## config.mk

```make
export PLATFORM = sky130hd
export DESIGN_NAME = beep_tone_gen
export DESIGN_NICKNAME = d
export VERILOG_FILES = /design/src/rtl/beep_tone_gen.sv
export SDC_FILE = /design/constraint.sdc
export NUM_CORES = 1
export LEC_CHECK = 0
export BUFFER_PORTS_ARGS = -buffer_cell sky130_fd_sc_hd__clkbuf_2
export CORE_MARGIN = 10
export CORE_UTILIZATION = 30
export DETAILED_ROUTE_END_ITERATION = 12
export SKIP_LAST_GASP = 1
export SLEW_MARGIN = 20
export SYNTH_ARGS = -nofsm -noshare
export SYNTH_HDL_FRONTEND = slang
export SYNTH_SLANG_ARGS = --single-unit
```

## constraint.sdc

```tcl
create_clock -name clk -period 2 [get_ports clk]
set_clock_uncertainty 0.15 [all_clocks]
set_input_delay 0.1 -clock clk [delete_from_list [all_inputs] [get_ports clk]]
set_output_delay 0.1 -clock clk [all_outputs]
set_load 0.01 [all_outputs]
```

## src/rtl/beep_tone_gen.sv

```systemverilog
module beep_tone_gen #(
  parameter bit MUTE_AT_RESET = 1'b1,
  parameter int FW = 8,
  parameter int PW = 4
) (
  input  logic        clk,
  input  logic        rst_n,
  input  logic        wr_en,
  input  logic [15:0] wr_data,
  output logic [15:0] rd_data,
  input  logic        tick_48k,
  input  logic        ext_beep,
  input  logic        in_reset_state,
  output logic        beep_out,
  output logic [3:0]  atten_code,
  output logic        mute_out
);
  localparam int PV_LO = 1;
  localparam int F_LO  = PV_LO + PW;
  localparam int F_HI  = F_LO + FW - 1;
  localparam int CW    = FW + 1;

  logic          mute_q, tone_q;
  logic [FW-1:0] f_q;
  logic [PW-1:0] pv_q;
  logic [CW-1:0] cnt_q;

  wire [FW-1:0] wr_f     = wr_data[F_HI:F_LO];
  wire          f_chg    = wr_en && (wr_f != f_q);
  wire          f_zero   = (f_q == '0);
  wire [CW-1:0] cnt_last = {f_q, 1'b0} - CW'(1);

  always_ff @(posedge clk or negedge rst_n) begin
    if (!rst_n) begin
      mute_q <= MUTE_AT_RESET;
      f_q    <= '0;
      pv_q   <= '0;
      cnt_q  <= '0;
      tone_q <= 1'b0;
    end else begin
      if (wr_en) begin
        mute_q <= wr_data[15];
        f_q    <= wr_f;
        pv_q   <= wr_data[F_LO-1:PV_LO];
      end
      if (f_chg || f_zero) begin
        cnt_q  <= '0;
        tone_q <= 1'b0;
      end else if (tick_48k) begin
        if (cnt_q == cnt_last) begin
          cnt_q  <= '0;
          tone_q <= ~tone_q;
        end else begin
          cnt_q <= cnt_q + CW'(1);
        end
      end
    end
  end

  always_comb begin
    rd_data = '0;
    rd_data[15] = mute_q;
    rd_data[F_HI:F_LO] = f_q;
    rd_data[F_LO-1:PV_LO] = pv_q;
  end

  assign beep_out   = (in_reset_state || f_zero) ? ext_beep : tone_q;
  assign atten_code = in_reset_state ? 4'd0 : 4'(pv_q);
  assign mute_out   = in_reset_state ? 1'b0 : mute_q;

  p_phase_hold_r5: assert property (@(posedge clk) disable iff (!rst_n)
    (!tick_48k && !wr_en) |=> ($stable(cnt_q) && $stable(tone_q)));

  p_cnt_bound_r4: assert property (@(posedge clk) disable iff (!rst_n)
    !f_zero |-> (cnt_q < {f_q, 1'b0}));

  p_restart_low_r7: assert property (@(posedge clk) disable iff (!rst_n)
    f_chg |=> (cnt_q == '0 && !tone_q));

  p_idle_divider_r6: assert property (@(posedge clk) disable iff (!rst_n)
    f_zero |=> (cnt_q == '0 || $past(wr_en)));

  p_reset_route_r8: assert property (@(posedge clk) disable iff (!rst_n)
    in_reset_state |-> (beep_out == ext_beep && atten_code == 4'd0 && !mute_out));

  p_unused_zero_r2: assert property (@(posedge clk) disable iff (!rst_n)
    (rd_data[14:13] == 2'b00 && !rd_data[0]));
endmodule

```

==> impl_metrics.env <==
export IMPL_slowest_delay_ns=0.42
export IMPL_syn2layout_area_growth_pct=48.6
export IMPL_antenna_found_initial=0
export IMPL_timing_final_hold_violations=0
export IMPL_grt_pass1_vias=1495
export IMPL_post_dp_cell_area_um2=1910
export IMPL_grt_overflow_total=0
export IMPL_max_slew_worst_pin_slew_ns=0.611
export IMPL_synthDistinctLibCells=41
export IMPL_fmax_mhz=460
export IMPL_start_util_pct=31.7
export IMPL_synth_edff_count=0
export IMPL_violations="negative setup slack"
export IMPL_cts_htree_levels=1
export IMPL_layout_common_cells="clkbuf_2 (36), buf_4 (28), dfrtp_1 (17)"
export IMPL_r2r_cells=8
export IMPL_multiInputGateArea_um2=941
export IMPL_setup_violations=11
export IMPL_dpl_hpwl_um=3100
export IMPL_ff2ff_setup_slack_ns=-0.17
export IMPL_rows=25
export IMPL_path_class="register to register"
export IMPL_yosysTopAreaCell="dfrtp_1"
export IMPL_yosysTopAreaCellShare_pct=36.1
export IMPL_synth_avg_cell_area_um2=10.5
export IMPL_power_density_nw_per_um2=548
export IMPL_post_route_period_util_pct=109
export IMPL_die_width_um=91.3
export IMPL_synth_ff_type="dfrtp_1"
export IMPL_post_place_ws_ns=-0.177
export IMPL_power_share_clock_pct=24.3
export IMPL_maxCapViolCount=0
export IMPL_syn_inst=145
export IMPL_cts_made_buffers=3
export IMPL_p_total_mw=1.24
export IMPL_cp_max_fo=7
export IMPL_path_cells="buf_6, xor2_2, nor4_4, a21boi_2, a211oi_2, buf_4, nand3b_1, a21oi_2"
export IMPL_crit_path_top_delay_cell="dfrtp_2"
export IMPL_clock_latency_ns=0.27
export IMPL_ant_nets=0
export IMPL_dieArea_um2=8340
export IMPL_synth_seq_cells=23
export IMPL_path_delay_family="compound AO/OA/AOI/OAI gates"
export IMPL_clock_sinks=23
export IMPL_switching_power_mw=0.392
export IMPL_yosysSeqAreaShare_pct=37.8
export IMPL_nets=248
export IMPL_vias=1328
export IMPL_layout_cells_non_filler=289
export IMPL_slew_violations=0
export IMPL_ys_warn_count=0
export IMPL_switching_share_pct=31.6
export IMPL_hold_path_class="primary input to register"
export IMPL_portBuffers=37
export IMPL_worst_r2r_endpoint="cnt_q[3]"
export IMPL_cp_num_buf_inv=2
export IMPL_gp_congestion=0.776
export IMPL_num_io_pins=44
export IMPL_rsz0062_at_grt="yes"
export IMPL_finalCriticalPeriod_ns=2.17
export IMPL_cts_root_buffer="clkbuf_8"
export IMPL_die_h_um=91.3
export IMPL_coreArea_um2=4820
export IMPL_drc=0
export IMPL_max_slew_margin_pct=59.3
export IMPL_ir_drop_mv=0.363
export IMPL_seq_area_um2=583
export IMPL_critical_path_arrival_ns=2.23
export IMPL_p_seq_share_pct=43.4
export IMPL_critPathLaunch="f_q[1]"
export IMPL_worst_path_stages=8
export IMPL_critPathCapture="cnt_q[3]"
export IMPL_required_ns=2.05
export IMPL_diodes=0
export IMPL_leakage_nw=1.05
export IMPL_critPathLaunchType="register"
export IMPL_setup_ws_ns=-0.174
export IMPL_wl_um=4190
export IMPL_layout_drive_gt1_share_pct=52.7
export IMPL_dp_cells=265
export IMPL_worstSetupEndpointType="register"
export IMPL_outcome="complete, but fails checks"
export IMPL_cts_buffer_depth=2
export IMPL_grt_start_max_net_pins=24
export IMPL_drt_iter0_markers=33
export IMPL_drtPass1Iterations=4
export IMPL_post_route_util_pct=47.0
export IMPL_synthTopCellsByArea="dfrtp_1 (36%), mux2_2 (8.9%), xor2_1 (7.5%), buf_6 (3.0%), a21oi_1 (2.6%)"
export IMPL_fin_area_um2=2270
export IMPL_grt_use_total_pct=10.5
export IMPL_p_int_mw=0.849
export IMPL_synthArstFlopShare_pct=100
export IMPL_routed_via_density=4.60
export IMPL_routedWlPerCell_um=14.5
export IMPL_nFillCells=469
export IMPL_p_comb_share_pct=32.3
export IMPL_syn_area_um2=1530
export IMPL_final_common_cell="clkbuf_2"
export IMPL_cts_tree="built"
export IMPL_r2r_start="f_q[1]"
export IMPL_grt_pass1_wl_um=7370
export IMPL_clk_pin_slew_ns=0.08
## cell usage after synthesis, drive strengths merged (3+ instances only)
cell,instances
a21oi,8
and3,4
buf,9
dfrtp,22
ha,3
inv,9
mux2,12
nand2,8
nand3,8
nand4,3
nor2b,6
nor3,5
nor4,3
o21ai,3
o22ai,5
xnor2,4
xor2,14
## worst min-delay path by stage
stage | from | endpoint | slack (ns) | cells after the start
after global placement | rst_n | cnt_q[2] | -0.004 | 1
after floorplan | rst_n | cnt_q[0] | -0.35 | 0
after global routing | tick_48k | cnt_q[3] | 0.10 | 3
after detailed placement | rst_n | cnt_q[0] | -0.002 | 1
after CTS | tick_48k | cnt_q[3] | 0.05 | 3
final | tick_48k | cnt_q[3] | 0.09 | 3
## final cells by class
| type | instances | share of cell area [%] |
|---|---|---|
| Multi-Input combinational cell | 104 | 41.5 |
| Sequential cell | 23 | 25.7 |
| Timing Repair Buffer | 82 | 25.4 |
| Tap cell | 67 | 3.70 |
| Clock buffer | 3 | 1.82 |
| Inverter | 9 | 1.60 |
| Clock inverter | 1 | 0.221 |
## state kept, by name, indices dropped and copies added, names as in the netlist
signal and cells:
cnt_q 9, f_q 8, mute_q 1, pv_q 4, tone_q 1
## per-stage QoR
| stage | hold slack [ns] | setup TNS (ns) |
|---|---|---|
| after global routing | 0.104 | -2.66 |
| after detailed placement | -0.00247 | -1.58 |
| final | 0.0931 | -1.25 |
| after floorplan | -0.346 | -1.46 |
| after global placement | -0.00448 | -1.18 |
| after CTS | 0.0496 | -1.33 |
## worst min-delay path, stage by stage
cell and delay [ns]:
clkbuf_2 0.18, a31oi_4 0.16, a21oi_2 0.03
## timing repair
item | 4_1_cts | 5_1_grt
gates cloned | 0 | 0
resized for setup | 19 | 6
setup endpoints to repair | 11 | 11
pin swaps | 12 | 4
hold buffers | 14 | 0
setup buffers | 5 | 1
endpoints found under the hold margin | 35 | 0
## power groups by stage
| stage | sequential (mW) | combinational [mW] | clock (mW) |
|---|---|---|---|
| 3_5_place_dp | 0.546 | 0.328 | 0 |
| 4_1_cts | 0.540 | 0.390 | 0.317 |
| 3_3_place_gp | 0.545 | 0.325 | 0 |
| 6_report | 0.539 | 0.401 | 0.302 |
| 5_1_grt | 0.546 | 0.441 | 0.338 |
| 2_1_floorplan | 0.549 | 0.192 | 0 |
## cell families (layout without fill, tap and decap cells)
kind of cell / count (synthesis) / count (layout) / synth area share (%)
other: 1 / 3 / 0.246
and+or+nand+nor: 44 / 44 / 19.0
adders and majority gates: 3 / 3 / 2.46
buffers and inverters: 20 / 95 / 8.20
xor gates and xnor gates: 19 / 19 / 12.3
muxes: 12 / 12 / 8.86
AOI/OAI and AO/OA: 23 / 23 / 11.1
DFF: 23 / 23 / 37.8
## metal layers
metal | up-vias | track usage, % | part of all wire [%]
li1 | 653 | - | -
met1 | 637 | 13.5 | 46
met2 | 34 | 16.5 | 48
met3 | 4 | 2.72 | 4.6
met4 | 0 | 4.05 | 1.4
met5 | - | 0 | 0
Note: power is estimated with default switching activity, not from simulation.
